--- src/rtl/thr_pkg.sv ---
package thr_pkg;

    typedef enum logic [2:0] {
        ST_FREE  = 3'd0,
        ST_READY = 3'd1,
        ST_RUN   = 3'd2,
        ST_WIC   = 3'd3,
        ST_WREG  = 3'd4,
        ST_KILL  = 3'd5
    } thr_st_e;

    typedef enum logic [1:0] {
        EV_YIELD = 2'd0,
        EV_END   = 2'd1,
        EV_IMISS = 2'd2,
        EV_RWAIT = 2'd3
    } ev_kind_e;

endpackage

--- src/rtl/thr_first_free.sv ---
// Lowest-index set bit of a mask.
module thr_first_free #(
    parameter int N  = 8,
    parameter int IW = 3
) (
    input  logic [N-1:0]  mask,
    output logic          any,
    output logic [IW-1:0] idx
);
    always_comb begin
        any = |mask;
        idx = '0;
        for (int i = N - 1; i >= 0; i--) begin
            if (mask[i]) idx = IW'(i);
        end
    end
endmodule

--- src/rtl/thr_wake.sv ---
// Per-thread tag comparators for cache-fill and register-update wakes.
module thr_wake #(
    parameter int N  = 8,
    parameter int TW = 8
) (
    input  logic [N-1:0]         wait_ic,
    input  logic [N-1:0]         wait_rg,
    input  logic [N-1:0][TW-1:0] tags,
    input  logic                 fill_valid,
    input  logic [TW-1:0]        fill_tag,
    input  logic                 upd_valid,
    input  logic [TW-1:0]        upd_tag,
    output logic [N-1:0]         wake
);
    for (genvar g = 0; g < N; g++) begin : g_cmp
        assign wake[g] = (wait_ic[g] && fill_valid && (tags[g] == fill_tag)) ||
                         (wait_rg[g] && upd_valid  && (tags[g] == upd_tag));
    end
endmodule

--- src/rtl/thr_sched.sv ---
module thr_sched
    import thr_pkg::*;
#(
    parameter int NTHR  = 8,
    parameter int PC_W  = 32,
    parameter int WIN_W = 6,
    parameter int TAG_W = 8,
    localparam int TID_W = $clog2(NTHR)
) (
    input  logic             clk,
    input  logic             rst_n,
    input  logic             cr_valid,
    input  logic [PC_W-1:0]  cr_pc,
    input  logic [WIN_W-1:0] cr_win,
    output logic             cr_ok,
    output logic             cr_busy,
    output logic [TID_W-1:0] cr_tid,
    input  logic             ev_valid,
    input  logic [1:0]       ev_kind,
    input  logic [PC_W-1:0]  ev_pc,
    input  logic [TAG_W-1:0] ev_tag,
    input  logic             fill_valid,
    input  logic [TAG_W-1:0] fill_tag,
    input  logic             upd_valid,
    input  logic [TAG_W-1:0] upd_tag,
    input  logic             fam_start,
    output logic             run_valid,
    output logic [TID_W-1:0] run_tid,
    output logic [PC_W-1:0]  run_pc,
    output logic [WIN_W-1:0] run_win,
    output logic             fam_done
);

    typedef struct packed {
        thr_st_e [NTHR-1:0]             st;
        logic [NTHR-1:0][PC_W-1:0]      pc;
        logic [NTHR-1:0][WIN_W-1:0]     win;
        logic [NTHR-1:0][TAG_W-1:0]     tag;
        logic [NTHR-1:0][TID_W-1:0]     fifo;
        logic [TID_W-1:0]               head;
        logic [TID_W-1:0]               tail;
        logic [TID_W:0]                 cnt;
        logic                           run_v;
        logic [TID_W-1:0]               run_id;
        logic [NTHR-1:0]                mem;
        logic                           cr_ok;
        logic                           cr_busy;
        logic [TID_W-1:0]               cr_tid;
    } sched_t;

    sched_t sched_q, sched_d;

    logic [NTHR-1:0] free_vec, run_vec, kill_vec, wic_vec, wrg_vec, alive_vec, wake_vec;
    logic            any_free;
    logic [TID_W-1:0] free_idx;
    logic [TID_W:0]   q_cnt;

    always_comb begin
        for (int i = 0; i < NTHR; i++) begin
            free_vec[i]  = (sched_q.st[i] == ST_FREE);
            run_vec[i]   = (sched_q.st[i] == ST_RUN);
            kill_vec[i]  = (sched_q.st[i] == ST_KILL);
            wic_vec[i]   = (sched_q.st[i] == ST_WIC);
            wrg_vec[i]   = (sched_q.st[i] == ST_WREG);
            alive_vec[i] = !free_vec[i] && !kill_vec[i];
        end
    end

    assign q_cnt = sched_q.cnt;

    thr_first_free #(.N(NTHR), .IW(TID_W)) u_free (
        .mask (free_vec),
        .any  (any_free),
        .idx  (free_idx)
    );

    thr_wake #(.N(NTHR), .TW(TAG_W)) u_wake (
        .wait_ic    (wic_vec),
        .wait_rg    (wrg_vec),
        .tags       (sched_q.tag),
        .fill_valid (fill_valid),
        .fill_tag   (fill_tag),
        .upd_valid  (upd_valid),
        .upd_tag    (upd_tag),
        .wake       (wake_vec)
    );

    always_comb begin
        logic [TID_W-1:0] tl;
        logic [TID_W:0]   pushes;
        logic             pop;
        sched_d         = sched_q;
        sched_d.cr_ok   = 1'b0;
        sched_d.cr_busy = 1'b0;
        tl              = sched_q.tail;
        pushes          = '0;

        // terminated entries are released one edge after the end event
        for (int i = 0; i < NTHR; i++) begin
            if (kill_vec[i]) sched_d.st[i] = ST_FREE;
        end

        // dispatch from the queue head when the pipeline is idle
        pop = !sched_q.run_v && (sched_q.cnt != '0);
        if (pop) begin
            sched_d.run_v  = 1'b1;
            sched_d.run_id = sched_q.fifo[sched_q.head];
            sched_d.st[sched_q.fifo[sched_q.head]] = ST_RUN;
            sched_d.head   = sched_q.head + TID_W'(1);
        end

        // event for the running thread (first in push order)
        if (ev_valid && sched_q.run_v) begin
            sched_d.run_v = 1'b0;
            unique case (ev_kind_e'(ev_kind))
                EV_YIELD: begin
                    sched_d.st[sched_q.run_id] = ST_READY;
                    sched_d.pc[sched_q.run_id] = ev_pc;
                    sched_d.fifo[tl]           = sched_q.run_id;
                    tl     = tl + TID_W'(1);
                    pushes = pushes + (TID_W+1)'(1);
                end
                EV_END: begin
                    sched_d.st[sched_q.run_id] = ST_KILL;
                end
                EV_IMISS: begin
                    sched_d.st[sched_q.run_id]  = ST_WIC;
                    sched_d.pc[sched_q.run_id]  = ev_pc;
                    sched_d.tag[sched_q.run_id] = ev_tag;
                end
                default: begin
                    sched_d.st[sched_q.run_id]  = ST_WREG;
                    sched_d.pc[sched_q.run_id]  = ev_pc;
                    sched_d.tag[sched_q.run_id] = ev_tag;
                end
            endcase
        end

        if (fam_start) sched_d.mem = '0;

        // creation (second in push order)
        if (cr_valid) begin
            if (any_free) begin
                sched_d.st[free_idx]  = ST_READY;
                sched_d.pc[free_idx]  = cr_pc;
                sched_d.win[free_idx] = cr_win;
                sched_d.mem[free_idx] = 1'b1;
                sched_d.fifo[tl]      = free_idx;
                tl     = tl + TID_W'(1);
                pushes = pushes + (TID_W+1)'(1);
                sched_d.cr_ok  = 1'b1;
                sched_d.cr_tid = free_idx;
            end else begin
                sched_d.cr_busy = 1'b1;
            end
        end

        // wakes in ascending index (last in push order)
        for (int i = 0; i < NTHR; i++) begin
            if (wake_vec[i]) begin
                sched_d.st[i]    = ST_READY;
                sched_d.fifo[tl] = TID_W'(i);
                tl     = tl + TID_W'(1);
                pushes = pushes + (TID_W+1)'(1);
            end
        end

        sched_d.tail = tl;
        sched_d.cnt  = sched_q.cnt + pushes - (TID_W+1)'(pop);
    end

    always_ff @(posedge clk) begin
        if (!rst_n) sched_q <= '0;
        else        sched_q <= sched_d;
    end

    assign cr_ok     = sched_q.cr_ok;
    assign cr_busy   = sched_q.cr_busy;
    assign cr_tid    = sched_q.cr_tid;
    assign run_valid = sched_q.run_v;
    assign run_tid   = sched_q.run_id;
    assign run_pc    = sched_q.pc[sched_q.run_id];
    assign run_win   = sched_q.win[sched_q.run_id];
    assign fam_done  = (|sched_q.mem) && !(|(sched_q.mem & alive_vec));

endmodule

--- config.mk ---
export PLATFORM = sky130hd
export DESIGN_NAME = thr_sched
export DESIGN_NICKNAME = d
export VERILOG_FILES = /design/src/rtl/thr_pkg.sv /design/src/rtl/thr_first_free.sv /design/src/rtl/thr_wake.sv /design/src/rtl/thr_sched.sv
export SDC_FILE = /design/constraint.sdc
export NUM_CORES = 1
export LEC_CHECK = 0
export ABC_AREA = 0
export BUFFER_PORTS_ARGS = -buffer_cell sky130_fd_sc_hd__buf_2
export CORE_MARGIN = 5
export CORE_UTILIZATION = 50
export CTS_CLUSTER_DIAMETER = 80
export DETAILED_ROUTE_END_ITERATION = 6
export PLACE_DENSITY_LB_ADDON = 0.2
export SETUP_SLACK_MARGIN = 0.1
export SKIP_CTS_REPAIR_TIMING = 1
export SYNTH_ARGS = -nofsm -noshare
export SYNTH_HDL_FRONTEND = slang
export SYNTH_SLANG_ARGS = --single-unit
--- constraint.sdc ---
create_clock -name clk -period 22.1 [get_ports clk]
set_input_delay 1.105 -clock clk [delete_from_list [all_inputs] [get_ports clk]]
set_output_delay 1.105 -clock clk [all_outputs]
set_load 0.02 [all_outputs]
==> run metrics <==
worst-path fanout max=76; Vias=25000; Yosys cell types=between 90 and 100; clock latency on the worst-skew pair=approximately 600 ps; post-synthesis instance area=0.0265 mm²; register area share after synthesis=33.4%; drt drc=0; type of destination of the critical path=register; largest net degree at the start of global routing=approximately 130; Max-Cap Viols=0; Routed WL=~94 mm; FF-to-FF path depth=38; Synth Flop Type=dfxtp_1; height of the chip=approximately 240 µm; FF-to-FF setup slack=12700 ps; Sink Count=~440; RSZ-0062 raised after global routing=false; Final HPWL DP=59.0 mm; FF-to-FF Start=run_valid; Yosys reg bits=around 440; Setup CP Type=in2reg; CTS Buffer Depth=3; CP bufs+invs=8; vias in the first global route=~24000; WL/cell=24.4 µm; Gate power share=a little under a third; gp weighted congestion=~0.96; first drt pass iteration count=6; FF-to-FF End=sched_q[23]; relative slew slack=a little over a fifth; TritonCTS clock tree=yes; H-tree depth=2; share of post-route cells with drive strength above 1=between 10% and 20%; area of the die=0.0578 mm²; crit path launch type=input pin; Slew Viols, Final=0; f_max=about 99 MHz; delay-heaviest family, CP=adder cells; sw frac=a little under two fifths; worst endpoint required time=~23000 ps; hold path endpoint=sched_q[151]; Final min period=just over 10000 ps; Final Cycle Share=45.7%; Pwr Density=just over 90 mW/mm²; Setup violations, final=0; Clock Tree Root=clkbuf_16; Hold Path Stages=2; post-layout util=a little under three fifths; Clock transition at path regs=approximately 60 ps; Die Wd=around 240 µm; slack of the critical path=about 12000 ps; number of top-level pins=around 150; Max stage delay on crit path=between 500 and 600 ps; Flop pwr share=a little over a third; Yosys Warn Count=0; Tightest Hold Check Type=reg2reg; post-synthesis net count=roughly 3300; Inserted Clock Buffers=49; first-pass GRT wire length=between 100 and 150 mm; Detail Route Antenna Nets=0; Post-Synthesis Cells=around 3200; crit path max-delay cell type=buf_4; Static Leak=0.0102 µW; Switch Pwr=around 970 µW; Starting Density=50.5%; status=finished clean; Int Power=between 1500 and 2000 µW; Worst Skew=30.3 ps; asr flop ratio synth=0%; GRT Residual Overflow=0; maximum vdd drop=roughly 0.066 mV; All-Layer GR Usage=roughly 31%; final hold viol count=0; core area=0.0526 mm²; Worst setup startpoint=ev_kind[1]; initial antenna violation count=13; clock share of power=between 30% and 40%; Final Net Count=approximately 3200; Iteration-0 DRC Markers=approximately 2600; row count=between 80 and 90; Worst EP arrival=10540 ps; setup TNS=0 ps; EDFF count, synth=0; Hold Crit Start=sched_q[151]; Synth Area per Inst=slightly above 8 µm²; most used cell, CP=ha_1; area grow syn2layout=9.34%; routed vias/inst=around 6.5; Worst Tran Pin Value=1180 ps; # port buffers=150; pre-CTS WS=~12000 ps
cell families (layout without fill, tap and decap cells):
logic type	after synthesis	after routing	synth area share [%]
fa+ha+maj	27	27	1.29
xor+xnor	195	195	7.41
mux	337	337	13.1
buf+inv	370	326	5.65
flops	443	443	33.4
simple gates	1050	1050	18.7
compound gates	772	772	20.5
other cells	0	6	0
sequential cells by signal, summed over array words and instances, names as in the netlist:
name	count
cr_busy	1
cr_ok	1
cr_tid	3
q_cnt	4
run_tid	3
run_valid	1
sched_q	430
cell usage after synthesis (7+ instances only):
| master | n | area, µm² |
|---|---|---|
| mux2_2 | 13 | 146 |
| nand3_1 | 128 | 641 |
| buf_1 | 17 | 63.8 |
| nor3_1 | 54 | 270 |
| nor4_1 | 33 | 206 |
| nor2_1 | 385 | 1450 |
| a31oi_1 | 22 | 138 |
| xor2_1 | 80 | 701 |
| inv_1 | 34 | 128 |
| nand4_1 | 59 | 369 |
| mux2i_1 | 317 | 3170 |
| nand2_1 | 234 | 878 |
| a21oi_1 | 164 | 821 |
| clkbuf_1 | 251 | 942 |
| a211oi_1 | 275 | 2060 |
| buf_4 | 8 | 60.1 |
| buf_2 | 21 | 105 |
| nor4b_1 | 7 | 61.3 |
| or2_2 | 7 | 43.8 |
| o21ai_0 | 41 | 205 |
| dfxtp_1 | 443 | 8870 |
| o211ai_1 | 9 | 67.6 |
| nand4b_1 | 15 | 131 |
| a22oi_1 | 154 | 1160 |
| xnor2_1 | 97 | 850 |
| a32oi_1 | 17 | 149 |
| and2_1 | 18 | 113 |
| nand2b_1 | 22 | 138 |
| ha_1 | 25 | 313 |
| or3_1 | 11 | 68.8 |
| nor2b_1 | 25 | 156 |
| a221oi_1 | 9 | 78.8 |
| and3_1 | 12 | 75.1 |
| clkbuf_2 | 32 | 160 |
cell usage in the layout (no fill, tap or decap), drive strengths merged, types with 25 or more instances in the layout:
cell type | netlist | routed
a211oi | 276 | 276
a21oi | 164 | 164
a22oi | 154 | 154
buf | 48 | 195
clkbuf | 283 | 68
dfxtp | 443 | 443
ha | 25 | 25
inv | 37 | 38
mux2i | 317 | 317
nand2 | 234 | 234
nand3 | 128 | 128
nand4 | 60 | 60
nor2 | 386 | 386
nor2b | 25 | 25
nor3 | 54 | 54
nor4 | 35 | 35
o21ai | 45 | 45
xnor2 | 103 | 103
xor2 | 82 | 82
routing by layer:
metal	part of all wire [%]	vias up	track usage, %
met5	0.12	-	0
met4	3.3	16	11.1
met3	9.1	244	6.14
met2	47	1262	50.9
met1	41	12000	40.7
li1	-	11500	-
final cells by class:
class | count | area, µm²
timing repair buffer | 195 | 1090
clock inverter | 24 | 287
sequential | 443 | 8870
clock buffer | 68 | 1410
inverter | 39 | 154
fill | 4840 | 23500
multi-input combinational | 2381 | 16300
tap | 688 | 861
antenna | 6 | 15.0
worst reg2reg max path, delay by kind of cell (launching register included):
family	cells	cell delay, ps
AO/OA/AOI/OAI	6	1520
XOR/XNOR	4	700
adder cells (fa/ha/maj)	9	2840
buffers and inverters	6	1300
flip-flops	1	490
multiplexers	2	750
AND/OR/NAND/NOR	11	1620
per-stage QoR:
step | power [µW] | hold WS [ps] | cell area (µm²) | cells
4_1_cts | 2620 | 454 | 29000 | 3838
3_3_place_gp | 1750 | 442 | 27300 | 3746
6_report | 2630 | 456 | 29000 | 3844
2_1_floorplan | 1500 | 436 | 26500 | 3194
3_5_place_dp | 1770 | 447 | 27300 | 3746
5_1_grt | 2730 | 475 | 29000 | 3841
worst max path at each step:
stage | cells past startpoint | slack [ps] | to
floorplan | 40 | 13800 | sched_q[23]
global placement | 40 | 12040 | sched_q[23]
detailed placement | 40 | 11600 | sched_q[23]
CTS | 40 | 12170 | sched_q[23]
global route | 40 | 11340 | sched_q[23]
finish | 40 | 11990 | sched_q[23]
power groups by stage:
stage / Clock, µW / Sequential, µW / Combinational, µW
floorplan: 0 / 938 / 558
global placement: 0 / 955 / 793
detailed placement: 0 / 959 / 807
CTS: 868 / 943 / 812
global route: 904 / 954 / 877
finish: 860 / 946 / 826
No activity file was read; power rests on OpenSTA's default activity.
